## src/rtl/pwe_pkg.sv

```systemverilog
// Shared types for the page write engine.
package pwe_pkg;
    typedef enum logic [0:0] {
        ST_IDLE = 1'b0,
        ST_FILL = 1'b1
    } pwe_state_e;
endpackage

```

## src/rtl/pwe_prot_chk.sv

```systemverilog
// Block protection decoder.
// Given a level and a full address, flags whether that address is read-only.
// Assumes ADDR_W >= 2. Level 1 guards the top quarter, level 2 the top half
// and level 3 the whole array.
module pwe_prot_chk #(
    parameter int ADDR_W = 9
) (
    input  logic [1:0]        lvl_i,
    input  logic [ADDR_W-1:0] addr_i,
    output logic              prot_o
);
    // decode the level against the two top address bits
    always_comb begin
        unique case (lvl_i)
            2'd0:    prot_o = 1'b0;
            2'd1:    prot_o = (addr_i[ADDR_W-1 -: 2] == 2'b11);
            2'd2:    prot_o = addr_i[ADDR_W-1];
            default: prot_o = 1'b1;
        endcase
    end
endmodule

```

## src/rtl/pwe_page_buf.sv

```systemverilog
// Page staging buffer with per-location loaded mask.
// clr_i sets the write pointer to ofs_i and empties the mask. Each wr_i
// stores a byte at the pointer and advances it modulo the page size.
// Assumes clr_i and wr_i are never both high.
module pwe_page_buf #(
    parameter int DATA_W = 8,
    parameter int PAGE_W = 6
) (
    input  logic              clk,
    input  logic              rst_n,
    input  logic              clr_i,
    input  logic [PAGE_W-1:0] ofs_i,
    input  logic              wr_i,
    input  logic [DATA_W-1:0] din_i,
    input  logic [PAGE_W-1:0] rd_idx_i,
    output logic [DATA_W-1:0] rd_data_o,
    output logic              rd_vld_o,
    output logic              any_o
);
    localparam int PAGE_BYTES = 1 << PAGE_W;

    logic [DATA_W-1:0]     data_q [PAGE_BYTES];
    logic [PAGE_BYTES-1:0] mask_q;
    logic [PAGE_W-1:0]     ptr_q;

    // pointer and mask: reload on clear, step on every stored byte
    always_ff @(posedge clk) begin
        if (!rst_n) begin
            ptr_q  <= '0;
            mask_q <= '0;
        end else if (clr_i) begin
            ptr_q  <= ofs_i;
            mask_q <= '0;
        end else if (wr_i) begin
            ptr_q         <= ptr_q + 1'b1;
            mask_q[ptr_q] <= 1'b1;
        end
    end

    // byte storage, one register per page location
    for (genvar g = 0; g < PAGE_BYTES; g++) begin : g_cell
        always_ff @(posedge clk) begin
            if (!rst_n)
                data_q[g] <= '0;
            else if (wr_i && ptr_q == PAGE_W'(g))
                data_q[g] <= din_i;
        end
    end

    assign rd_data_o = data_q[rd_idx_i];
    assign rd_vld_o  = mask_q[rd_idx_i];
    assign any_o     = |mask_q;

    // the offset only ever steps by one, wrapping inside the page
    a_r2_ptr_step: assert property (@(posedge clk) disable iff (!rst_n)
        (wr_i && !clr_i) |=> (ptr_q == $past(ptr_q) + 1'b1));
endmodule

```

## src/rtl/pwe_prog_seq.sv

```systemverilog
// Self-timed programming sequencer.
// A go_i pulse starts a busy window of exactly PROG_CYCLES cycles. The first
// PAGE_BYTES cycles of the window present each buffer index for draining.
// A one-cycle done pulse follows the window. Assumes PROG_CYCLES >= 2^PAGE_W.
module pwe_prog_seq #(
    parameter int PAGE_W      = 6,
    parameter int PROG_CYCLES = 100
) (
    input  logic              clk,
    input  logic              rst_n,
    input  logic              go_i,
    output logic              busy_o,
    output logic              done_o,
    output logic              drain_o,
    output logic [PAGE_W-1:0] idx_o
);
    localparam int PAGE_BYTES = 1 << PAGE_W;
    localparam int SPAN       = (PROG_CYCLES > PAGE_BYTES) ? PROG_CYCLES : PAGE_BYTES;
    localparam int CNT_W      = $clog2(SPAN) + 1;
    localparam logic [CNT_W-1:0] LAST   = CNT_W'(PROG_CYCLES - 1);
    localparam logic [CNT_W-1:0] DRAINS = CNT_W'(PAGE_BYTES);

    logic [CNT_W-1:0] cnt_q;

    // window counter, busy flag and the trailing done pulse
    always_ff @(posedge clk) begin
        if (!rst_n) begin
            cnt_q  <= '0;
            busy_o <= 1'b0;
            done_o <= 1'b0;
        end else begin
            done_o <= 1'b0;
            if (!busy_o) begin
                if (go_i) begin
                    busy_o <= 1'b1;
                    cnt_q  <= '0;
                end
            end else if (cnt_q == LAST) begin
                busy_o <= 1'b0;
                done_o <= 1'b1;
            end else begin
                cnt_q <= cnt_q + 1'b1;
            end
        end
    end

    assign idx_o   = cnt_q[PAGE_W-1:0];
    assign drain_o = busy_o && (cnt_q < DRAINS);

    // the done pulse sits right after the busy window
    a_r9_done_after_busy: assert property (@(posedge clk) disable iff (!rst_n)
        done_o |-> (!busy_o && $past(busy_o)));
    // busy holds until the counter reaches its last value
    a_r6_busy_holds: assert property (@(posedge clk) disable iff (!rst_n)
        (busy_o && cnt_q != LAST) |=> busy_o);
endmodule

```

## src/rtl/page_write_engine.sv

```systemverilog
// Page write buffer engine.
// Collects the data bytes of one write command into a page buffer. On an
// aligned chip-select release it runs a self-timed cycle that drains loaded,
// unprotected bytes to the memory write port. The serial shifter decodes the
// command and strobes; at most one strobe per cycle is assumed.
module page_write_engine #(
    parameter int ADDR_W      = 9,
    parameter int PAGE_W      = 6,
    parameter int DATA_W      = 8,
    parameter int PROG_CYCLES = 100
) (
    input  logic              clk,
    input  logic              rst_n,
    input  logic              wr_start_i,
    input  logic [ADDR_W-1:0] wr_addr_i,
    input  logic              wr_en_ok_i,
    input  logic [1:0]        prot_lvl_i,
    input  logic              byte_vld_i,
    input  logic [DATA_W-1:0] byte_i,
    input  logic              cs_rise_i,
    input  logic              cs_aligned_i,
    output logic              busy_o,
    output logic              done_o,
    output logic              mem_we_o,
    output logic [ADDR_W-1:0] mem_addr_o,
    output logic [DATA_W-1:0] mem_wdata_o
);
    import pwe_pkg::*;

    localparam int BASE_W = ADDR_W - PAGE_W;

    pwe_state_e        state_q;
    logic [BASE_W-1:0] base_q;
    logic [1:0]        lvl_q;
    logic              accept, clr, wr, go;
    logic              drain, rd_vld, any_loaded, addr_prot;
    logic [PAGE_W-1:0] idx;
    logic [DATA_W-1:0] rd_data;

    assign accept = (state_q == ST_IDLE) && !busy_o && wr_start_i && wr_en_ok_i;
    assign clr    = accept;
    assign wr     = (state_q == ST_FILL) && byte_vld_i && !cs_rise_i;
    assign go     = (state_q == ST_FILL) && cs_rise_i && cs_aligned_i && any_loaded;

    // command framing: idle until an enabled start, fill until chip select rises
    always_ff @(posedge clk) begin
        if (!rst_n) begin
            state_q <= ST_IDLE;
            base_q  <= '0;
            lvl_q   <= '0;
        end else if (accept) begin
            state_q <= ST_FILL;
            base_q  <= wr_addr_i[ADDR_W-1:PAGE_W];
            lvl_q   <= prot_lvl_i;
        end else if (state_q == ST_FILL && cs_rise_i) begin
            state_q <= ST_IDLE;
        end
    end

    pwe_page_buf #(.DATA_W(DATA_W), .PAGE_W(PAGE_W)) u_buf (
        .clk       (clk),
        .rst_n     (rst_n),
        .clr_i     (clr),
        .ofs_i     (wr_addr_i[PAGE_W-1:0]),
        .wr_i      (wr),
        .din_i     (byte_i),
        .rd_idx_i  (idx),
        .rd_data_o (rd_data),
        .rd_vld_o  (rd_vld),
        .any_o     (any_loaded)
    );

    pwe_prog_seq #(.PAGE_W(PAGE_W), .PROG_CYCLES(PROG_CYCLES)) u_seq (
        .clk     (clk),
        .rst_n   (rst_n),
        .go_i    (go),
        .busy_o  (busy_o),
        .done_o  (done_o),
        .drain_o (drain),
        .idx_o   (idx)
    );

    pwe_prot_chk #(.ADDR_W(ADDR_W)) u_prot (
        .lvl_i  (lvl_q),
        .addr_i (mem_addr_o),
        .prot_o (addr_prot)
    );

    assign mem_addr_o  = {base_q, idx};
    assign mem_wdata_o = rd_data;
    assign mem_we_o    = drain && rd_vld && !addr_prot;

    // memory is only touched inside the busy window
    a_r7_we_in_busy: assert property (@(posedge clk) disable iff (!rst_n)
        mem_we_o |-> busy_o);
    // a misaligned release never starts a cycle
    a_r4_cancel: assert property (@(posedge clk) disable iff (!rst_n)
        (state_q == ST_FILL && cs_rise_i && !cs_aligned_i) |=> !busy_o);
    // the framing logic stays idle during a cycle
    a_r10_idle_in_busy: assert property (@(posedge clk) disable iff (!rst_n)
        busy_o |-> (state_q == ST_IDLE));
endmodule

```

## config.mk

```make
export PLATFORM = sky130hd
export DESIGN_NAME = page_write_engine
export DESIGN_NICKNAME = d
export VERILOG_FILES = /design/src/rtl/pwe_pkg.sv /design/src/rtl/pwe_prot_chk.sv /design/src/rtl/pwe_page_buf.sv /design/src/rtl/pwe_prog_seq.sv /design/src/rtl/page_write_engine.sv
export SDC_FILE = /design/constraint.sdc
export NUM_CORES = 1
export LEC_CHECK = 0
export BUFFER_PORTS_ARGS = -buffer_cell sky130_fd_sc_hd__buf_2
export CORE_MARGIN = 2
export CORE_UTILIZATION = 45
export DETAILED_ROUTE_END_ITERATION = 8
export PLACE_DENSITY = 0.62
export RECOVER_POWER = 50
export SLEW_MARGIN = 10
export SYNTH_ARGS = -nofsm -noshare
export SYNTH_HDL_FRONTEND = slang
export SYNTH_SLANG_ARGS = --single-unit
```

## constraint.sdc

```tcl
create_clock -name clk -period 3.1 [get_ports clk]
set_input_delay 0.62 -clock clk [delete_from_list [all_inputs] [get_ports clk]]
set_output_delay 0.62 -clock clk [all_outputs]
set_load 0.02 [all_outputs]
```

==> results.md, run 1 <==
- Hold depth: 3
- Worst min path class: primary input to register
- Arrival time at the worst endpoint: just over 3 ns
- Vias/cell: 6.26
- Final slew viol count: 0
- Pwr dens: 545 nW/um^2
- Router iterations before antenna repair: 5
- Layout cell share with drive strength beyond 1: approximately 22%
- Commonest non-fill, non-tap cell in the layout: and3_1
- Distinct cell type count of the synthesized netlist: 49
- Clk buf depth: 3
- Full die area: 64000 um^2
- Syn Area/Cell: 13.6 um^2
- Worst EP required: 2.48 ns
- Post-DP HPWL: 48.5 mm
- Cell row count: 91
- Port bufs: 45
- Vias: 18.5k
- Largest net degree at the start of global routing: about 130
- DRT iter0 DRCs: 1963
- Failing checks: negative setup slack
- Placer congestion estimate: 0.874
- Number of global-route vias before repair: 18.4k
- Total GRT Usage: 25.0%
- EDFF count, synth: 512
- Hold Startpoint: prot_lvl_i[0]
- Cell Area, Synth: 27900 um^2
- #FFs+latches synth: 604
- Pwr Total: 17.7 mW
- Async SR Flop Fraction: 0%
- TritonCTS buffer count: 66
- Crit start category: register
- Maximum VDD drop: 0.425 mV
- Min-Delay Endpoint: lvl_q[0]$_SDFFE_PN0P_
- Final WL: 79.5 mm
- Syn nets: 2086
- Remaining DRCs: 0
- Status: complete, but fails checks
- Hold_ws: 0.262 ns
- Clock Latency Late Sink: 0.61 ns
- End of the worst register-to-register path: u_buf.data_q[9][7]$_SDFFCE_PN0P_
- CTS tree: built
- Worst Tran Pin Value: 1.14 ns
- Post-Place Setup Slack: -0.180 ns
- Initial Utilization: between 40% and 50%
- Synthesis Warnings: 0
- Fmax: around 270 MHz
- Sequential area share after synthesis: between 60% and 70%
- Flop-to-flop setup slack: -0.47 ns
- WS Path Type: register to primary output
- Post-route design area: 32400 um^2
- Initial antenna violation count: 1
- Setup Skew: between 0.02 and 0.025 ns
- Min Tclk post-route: 3.67 ns
- Crit Path Max Fanout: 13
- Reg clk slew, reported paths: roughly 0.060 ns
- Reg2reg path depth: 7
- Most frequent cells in the layout: 521 x and3_1, 512 x edfxtp_1, 140 x mux4_2
- Final setup margin: -0.572 ns
- Fin crit share: 118%
- Wire length per cell: 26.8 um
- Die width: 253 um
- Number of nets in the layout: about 2.2k
- RSZ-0062 raised after global routing: yes
- Clk root buf: clkbuf_16
- Hold Buf Count CTS: 0
- Htree depth: 3
- Routed Antenna Nets: 0
- MaxCap Viol Count: 0
- I/O Pins: 46
- R2r startpoint: u_buf.ptr_q[4]$_SDFFE_PN0P_
- Layout area overhead: 16.2%
- Global-route wire length before repair: 119 mm
- Die Height: roughly 250 um
- Leak Pwr: 12.9 nW
- Setup crit end kind: primary output
- Worst slew margin: 24.2%
- Placed cell area: 29800 um^2
- Final Util: 52.7%
- Core box area: 61500 um^2
- Hold Fails Final Rpt: 0
- CTS sink cnt: 604
- Final setup viols: 137
- Most used DFF post-synth: edfxtp_1
- Synth Instances: 2055
- Antenna cells: 0
- Total grt overflow: 0
## what timing repair did
item | in CTS | in global routing
resized for setup | 79 | 13
endpoints found under the setup margin | 9 | 9
setup buffers | 24 | 0
gates cloned | 5 | 0
pin swaps | 12 | 2
## stage by stage
stage                     instances  TNS, ns
after floorplan                2055        0
after global placement         2813   -0.582
after detailed placement       2813   -0.592
after CTS                      2960    -4.59
after global routing           2960   -63.24
final                          2960   -43.61
## sequential cells by signal, summed over array words and instances, names as in the netlist, named ones only
name,flops
u_seq.cnt_q,8
base_q,3
u_seq.done_o,1
u_buf.ptr_q,6
u_buf.data_q,512
u_seq.busy_o,1
state_q,1
u_buf.mask_q,64
lvl_q,2
## worst max-delay path: stages (launching register included)
cell	delay (ns)
dfxtp_4	0.36
buf_12	0.13
buf_12	0.14
buf_16	0.16
mux4_2	0.55
mux2i_2	0.20
o22ai_2	0.14
or4_4	0.60
buf_6	0.16
## Yosys cell counts, drive strengths merged, types with 7 or more instances
cell,n,share of area [%]
nor3,7,0.13
nand2b,8,0.19
and2,13,0.29
or4,10,0.27
o22ai,33,0.74
nand4,8,0.18
clkbuf,203,2.7
nand3b,11,0.30
mux4,140,11
edfxtp,512,55
a31oi,7,0.16
nor4,17,0.44
dfxtp,92,6.6
and3,521,12
nand3,15,0.27
nor2,98,1.3
buf,45,0.87
nand2,41,0.55
a21oi,77,1.4
o21ai,69,1.2
a311oi,7,0.22
mux2i,76,2.7
## area by class of cell
cell class,instances,area (um^2)
clock buffer,89,1880
clock inverter,30,226
fill,5129,29100
inverter,6,22.5
multi-input combinational,1197,9910
sequential,604,17200
tap,790,988
timing repair buffer,244,2130
## power breakdown
part           switching, mW  total, mW  internal (mW)
Clock                   3.20       7.71           4.51
Sequential            0.0832       9.09           9.01
Combinational          0.603      0.861          0.257
Total                   3.88       17.7           13.8
## kinds of logic after synthesis
group | count (synthesis) | share of synthesized area, %
and+or+nand+nor | 764 | 16.0
DFF | 604 | 61.8
buffers and inverters | 254 | 3.68
muxes | 217 | 14.1
AOI/OAI and AO/OA | 209 | 4.19
adders and majority gates | 5 | 0.224
xor gates and xnor gates | 2 | 0.0628
## worst max-delay path by stage
stage / from / to / slack (ns) / depth (start not counted)
final: register / mem_wdata_o[7] / -0.57 / 8
after global routing: register / mem_wdata_o[4] / -0.66 / 9
after CTS: register / mem_wdata_o[7] / -0.61 / 8
after detailed placement: register / mem_wdata_o[7] / -0.18 / 7
after global placement: register / mem_wdata_o[7] / -0.18 / 7
after floorplan: register / mem_wdata_o[0] / 0.34 / 6
## metal layers
layer  track usage [%]  vias to the layer above  share of wire, %
met4              8.33                        0               3.2
met2              38.8                      847                46
li1                  -                     8082                 -
met3              4.44                      142               8.1
met5                 0                        -                 0
met1              35.9                     9455                42
(Power assumes the default switching activity.)
==> inputs of run 2 (changes only) <==
Settings changed: SYNTH_HIERARCHICAL set to 1.
==> results.md, run 2 <==
- Buffers & Inverters on Critical Path: 4 (unchanged)
- MaxCap Viol Count: 0 (unchanged)
- Remaining DRCs: 0 (unchanged)
- Hold Buf Count CTS: 0 (unchanged)
- Full die area: 63500 um^2 (-0.70%)
- Cell row count: 90 (-1.1%)
- Synthesis Warnings: 6 (+6)
- Crit-path slowest cell: mux4_2
- Critical path, cell by cell: buf_12 > buf_16 > mux4_2 > mux2i_4 > a211oi_1 > buf_4 > a22o_4 > buf_6
- Layout cell share with drive strength beyond 1: 23.9% (+1.5 points)
- Final slew viol count: 0 (unchanged)
- Worst slew margin: 14.2% (-10 points)
- Largest regs: u_buf/data_q (512), u_buf/mask_q (64), u_seq/cnt_q (8)
- Worst EP required: 2.48 ns (about the same)
- Die Height: 252 um (-0.35%)
- Setup Skew: 0.0308 ns (+0.00624 ns)
- Failing checks: negative setup slack
- Initial Utilization: 45.7% (+0.35 points)
- Top cells by count, synth: 522 x and2_1, 512 x edfxtp_1, 149 x nor2_1
- Core box area: 60600 um^2 (-1.5%)
- Layout Cells excl Fill: 3020 (+2.0%)
- Clk root buf: clkbuf_16
- CTS tree: built
- Routed Antenna Nets: 0 (unchanged)
- Cell Area, Synth: 27700 um^2 (-0.71%)
- Top-count cell post-synth: and2_1
- Async SR Flop Fraction: 0% (unchanged)
- Most frequent cells in the layout: 512 x edfxtp_1, 390 x and2_1, 148 x nor2_1
- Largest cells by area after synthesis: edfxtp_1 56%, and2_1 12%, mux4_2 11%
- Clock Latency Late Sink: 0.64 ns (+0.03 ns)
- Pwr dens: 519 nW/um^2 (-4.8%)
- Total GRT Usage: 24.9% (-0.16 points)
- Arrival time at the worst endpoint: 2.85 ns (-0.20 ns)
- Final Util: 54.0% (+1.3 points)
- Syn nets: 2041 (-2.2%)
- Number of nets in the layout: 2219 (+3.2%)
- Flop-to-flop setup slack: 0.02 ns (+0.49 ns)
- Setup crit end kind: primary output
- Htree depth: 2 (-1)
- Placed cell count: 2856 (+1.5%)
- #FFs+latches synth: 598 (-0.99%)
- CP peak stage delay: 0.56 ns (-0.04 ns)
- Share of the synthesized area in the top cell type: 55.5% (+0.40 points)
- Hold_ws: 0.221 ns (-0.0406 ns)
- Clk buf depth: 3 (unchanged)
- Syn Area/Cell: 13.8 um^2 (+1.6%)
- DRT iter0 DRCs: 2282 (+16%)
- FILL cells: 4972 (-3.1%)
- Sequential area share after synthesis: 61.8% (about the same)
- Largest register FFs: 512 (unchanged)
- Largest net degree at the start of global routing: 65 (-50%)
- Wire length per cell: 26.1 um (-2.9%)
- RSZ-0062 raised after global routing: yes
- Cell internal pwr: 13.3 mW (-3.7%)
- Leak Pwr: 11.6 nW (-11%)
- Synth Instances: 2009 (-2.2%)
- TritonCTS buffer count: 60 (-9.1%)
- I/O Pins: 46 (unchanged)
- Final setup margin: -0.367 ns (+0.205 ns)
- Reg clk slew, reported paths: 0.07 ns (about the same)
- Switching fraction of total power: 21.9% (-0.10 points)
- Vias: 17.7k (-4.3%)
- Port bufs: 45 (unchanged)
- Top reg by flops: u_buf/data_q
- Min Tclk post-route: 3.47 ns (-0.205 ns)
- Commonest non-fill, non-tap cell in the layout: edfxtp_1
- Die width: 252 um (-0.35%)
- Register share of total power: 53.1% (+1.6 points)
- Crit Path Max Fanout: 7 (-6)
- Status: complete, but fails checks
- Final WL: 78.7 mm (-0.93%)
- Comb pwr share: 4.4% (-0.5 points)
- Router iterations before antenna repair: 5 (unchanged)
- WS Path Type: register to primary output
- Switching pwr: 3.72 mW (-4.3%)
- Area leader, netlist: edfxtp_1
- Distinct cell type count of the synthesized netlist: 61 (+24%)
- CTS sink cnt: 598 (-0.99%)
- Total grt overflow: 0 (unchanged)
- Post-DP HPWL: 51.3 mm (+5.8%)
- Clock power share: 42.4% (-1.3 points)
- Final setup viols: 9 (-93%)
- Cell family with most CP delay: multiplexers
- EDFF count, synth: 512 (unchanged)
- Antenna cells: 0 (unchanged)
- Number of global-route vias before repair: 17.5k (-5.0%)
- Worst Tran Pin Value: 1.29 ns (+0.150 ns)
- Crit start category: register
- Maximum VDD drop: 0.426 mV (+0.27%)
- Hold Fails Final Rpt: 0 (unchanged)
- Global-route wire length before repair: 116 mm (-2.2%)
- Placer congestion estimate: 0.921 (+5.4%)
- Fmax: 288 MHz (+5.9%)
- Most used DFF post-synth: edfxtp_1
- Worst min path class: primary input to register
- Layout area overhead: 18.2%
- Vias/cell: 5.87 (-6.2%)
- Initial antenna violation count: 1 (unchanged)
- Fin crit share: 112% (-6.6 points)
-- run 2: cell count changes after synthesis, sizes merged, moves of 8 or more --
cell	delta
o221ai	+8
buf	+12
o22ai	-19
nand2	+21
o21ai	+13
nand3b	-10
nor2	+51
nor2b	+14
mux2i	-48
and3	-517
or4	-8
clkbuf	-110
and2	+510
nand3	+8
-- run 2: final cells by class --
cell class	instances	area, um^2	area share, %
clock buffers	77	1660	5.08
clock inverters	36	273	0.833
inverters	11	41.3	0.126
multi-input cells	1250	10300	31.4
flip-flops and latches	598	17100	52.3
well taps	782	978	2.99
repair buffers	266	2380	7.26
-- run 2: path summary, 6_finish.rpt --
kind / startpoint / end / depth (start not counted)
min: wr_addr_i[7] / base_q[1]$_SDFFE_PN0P_ / 3
max reg2reg: state_q$_SDFFE_PN0P_ / u_buf/data_q[18][2]$_SDFFCE_PN0P_ / 5
max: u_seq/cnt_q[0]$_SDFFE_PN0P_ / mem_wdata_o[5] / 8
min reg2reg: lvl_q[1]$_SDFFE_PN0P_ / lvl_q[1]$_SDFFE_PN0P_ / 2
-- run 2: timing repair --
| action | CTS | global route |
|---|---|---|
| gates resized for setup | 119 | 43 |
| setup buffers | 23 | 19 |
| setup endpoints to repair | 9 | 9 |
| pin swaps | 18 | 18 |
| hold endpoints to repair | 0 | 0 |
| cloned | 11 | 2 |
-- run 2: routing by layer --
layer | share of wire, % | vias up | GRT usage (%)
li1 | - | 7768 | -
met4 | 3.2 | 0 | 8.13
met3 | 8.2 | 134 | 3.94
met2 | 46 | 835 | 38.5
met5 | 0 | - | 0
met1 | 42 | 8994 | 36.1
-- run 2: power groups by stage --
stage | sequential (mW) | clock (mW) | combinational (mW)
2_1_floorplan | 9.15 | 0 | 0.378
4_1_cts | 9.02 | 7.31 | 0.761
6_report | 9.03 | 7.21 | 0.752
3_3_place_gp | 9.18 | 0 | 0.723
3_5_place_dp | 9.19 | 0 | 0.731
5_1_grt | 9.04 | 7.62 | 0.791
-- run 2: logic make-up after synthesis --
family          count (synthesis)  share of synthesized area [%]
simple gates                  831                           16.8
flops                         598                           61.8
compound gates                234                           5.11
mux                           174                           13.0
buf+inv                       161                           2.89
fa+ha+maj                       6                          0.271
xor+xnor                        5                          0.158
-- run 2: metrics by stage --
stage                     setup TNS [ns]  cell area [um^2]  worst slack (ns)  power [mW]
after floorplan                        0             27700             0.162        9.53
after global placement                 0             29600             0.102        9.91
after detailed placement               0             29600            0.0781        9.92
after CTS                          -3.03             32500            -0.358        17.1
after global routing               -7.19             32700            -0.416        17.5
final                              -3.03             32700            -0.367        17.0
-- run 2: worst reg2reg max path, cell delays in order, from the launching register on --
cell	delay [ns]
dfxtp_1	0.33
nor2b_1	0.16
and2_0	0.44
nand2_1	0.09
clkbuf_1	0.49
o21ai_0	1.15
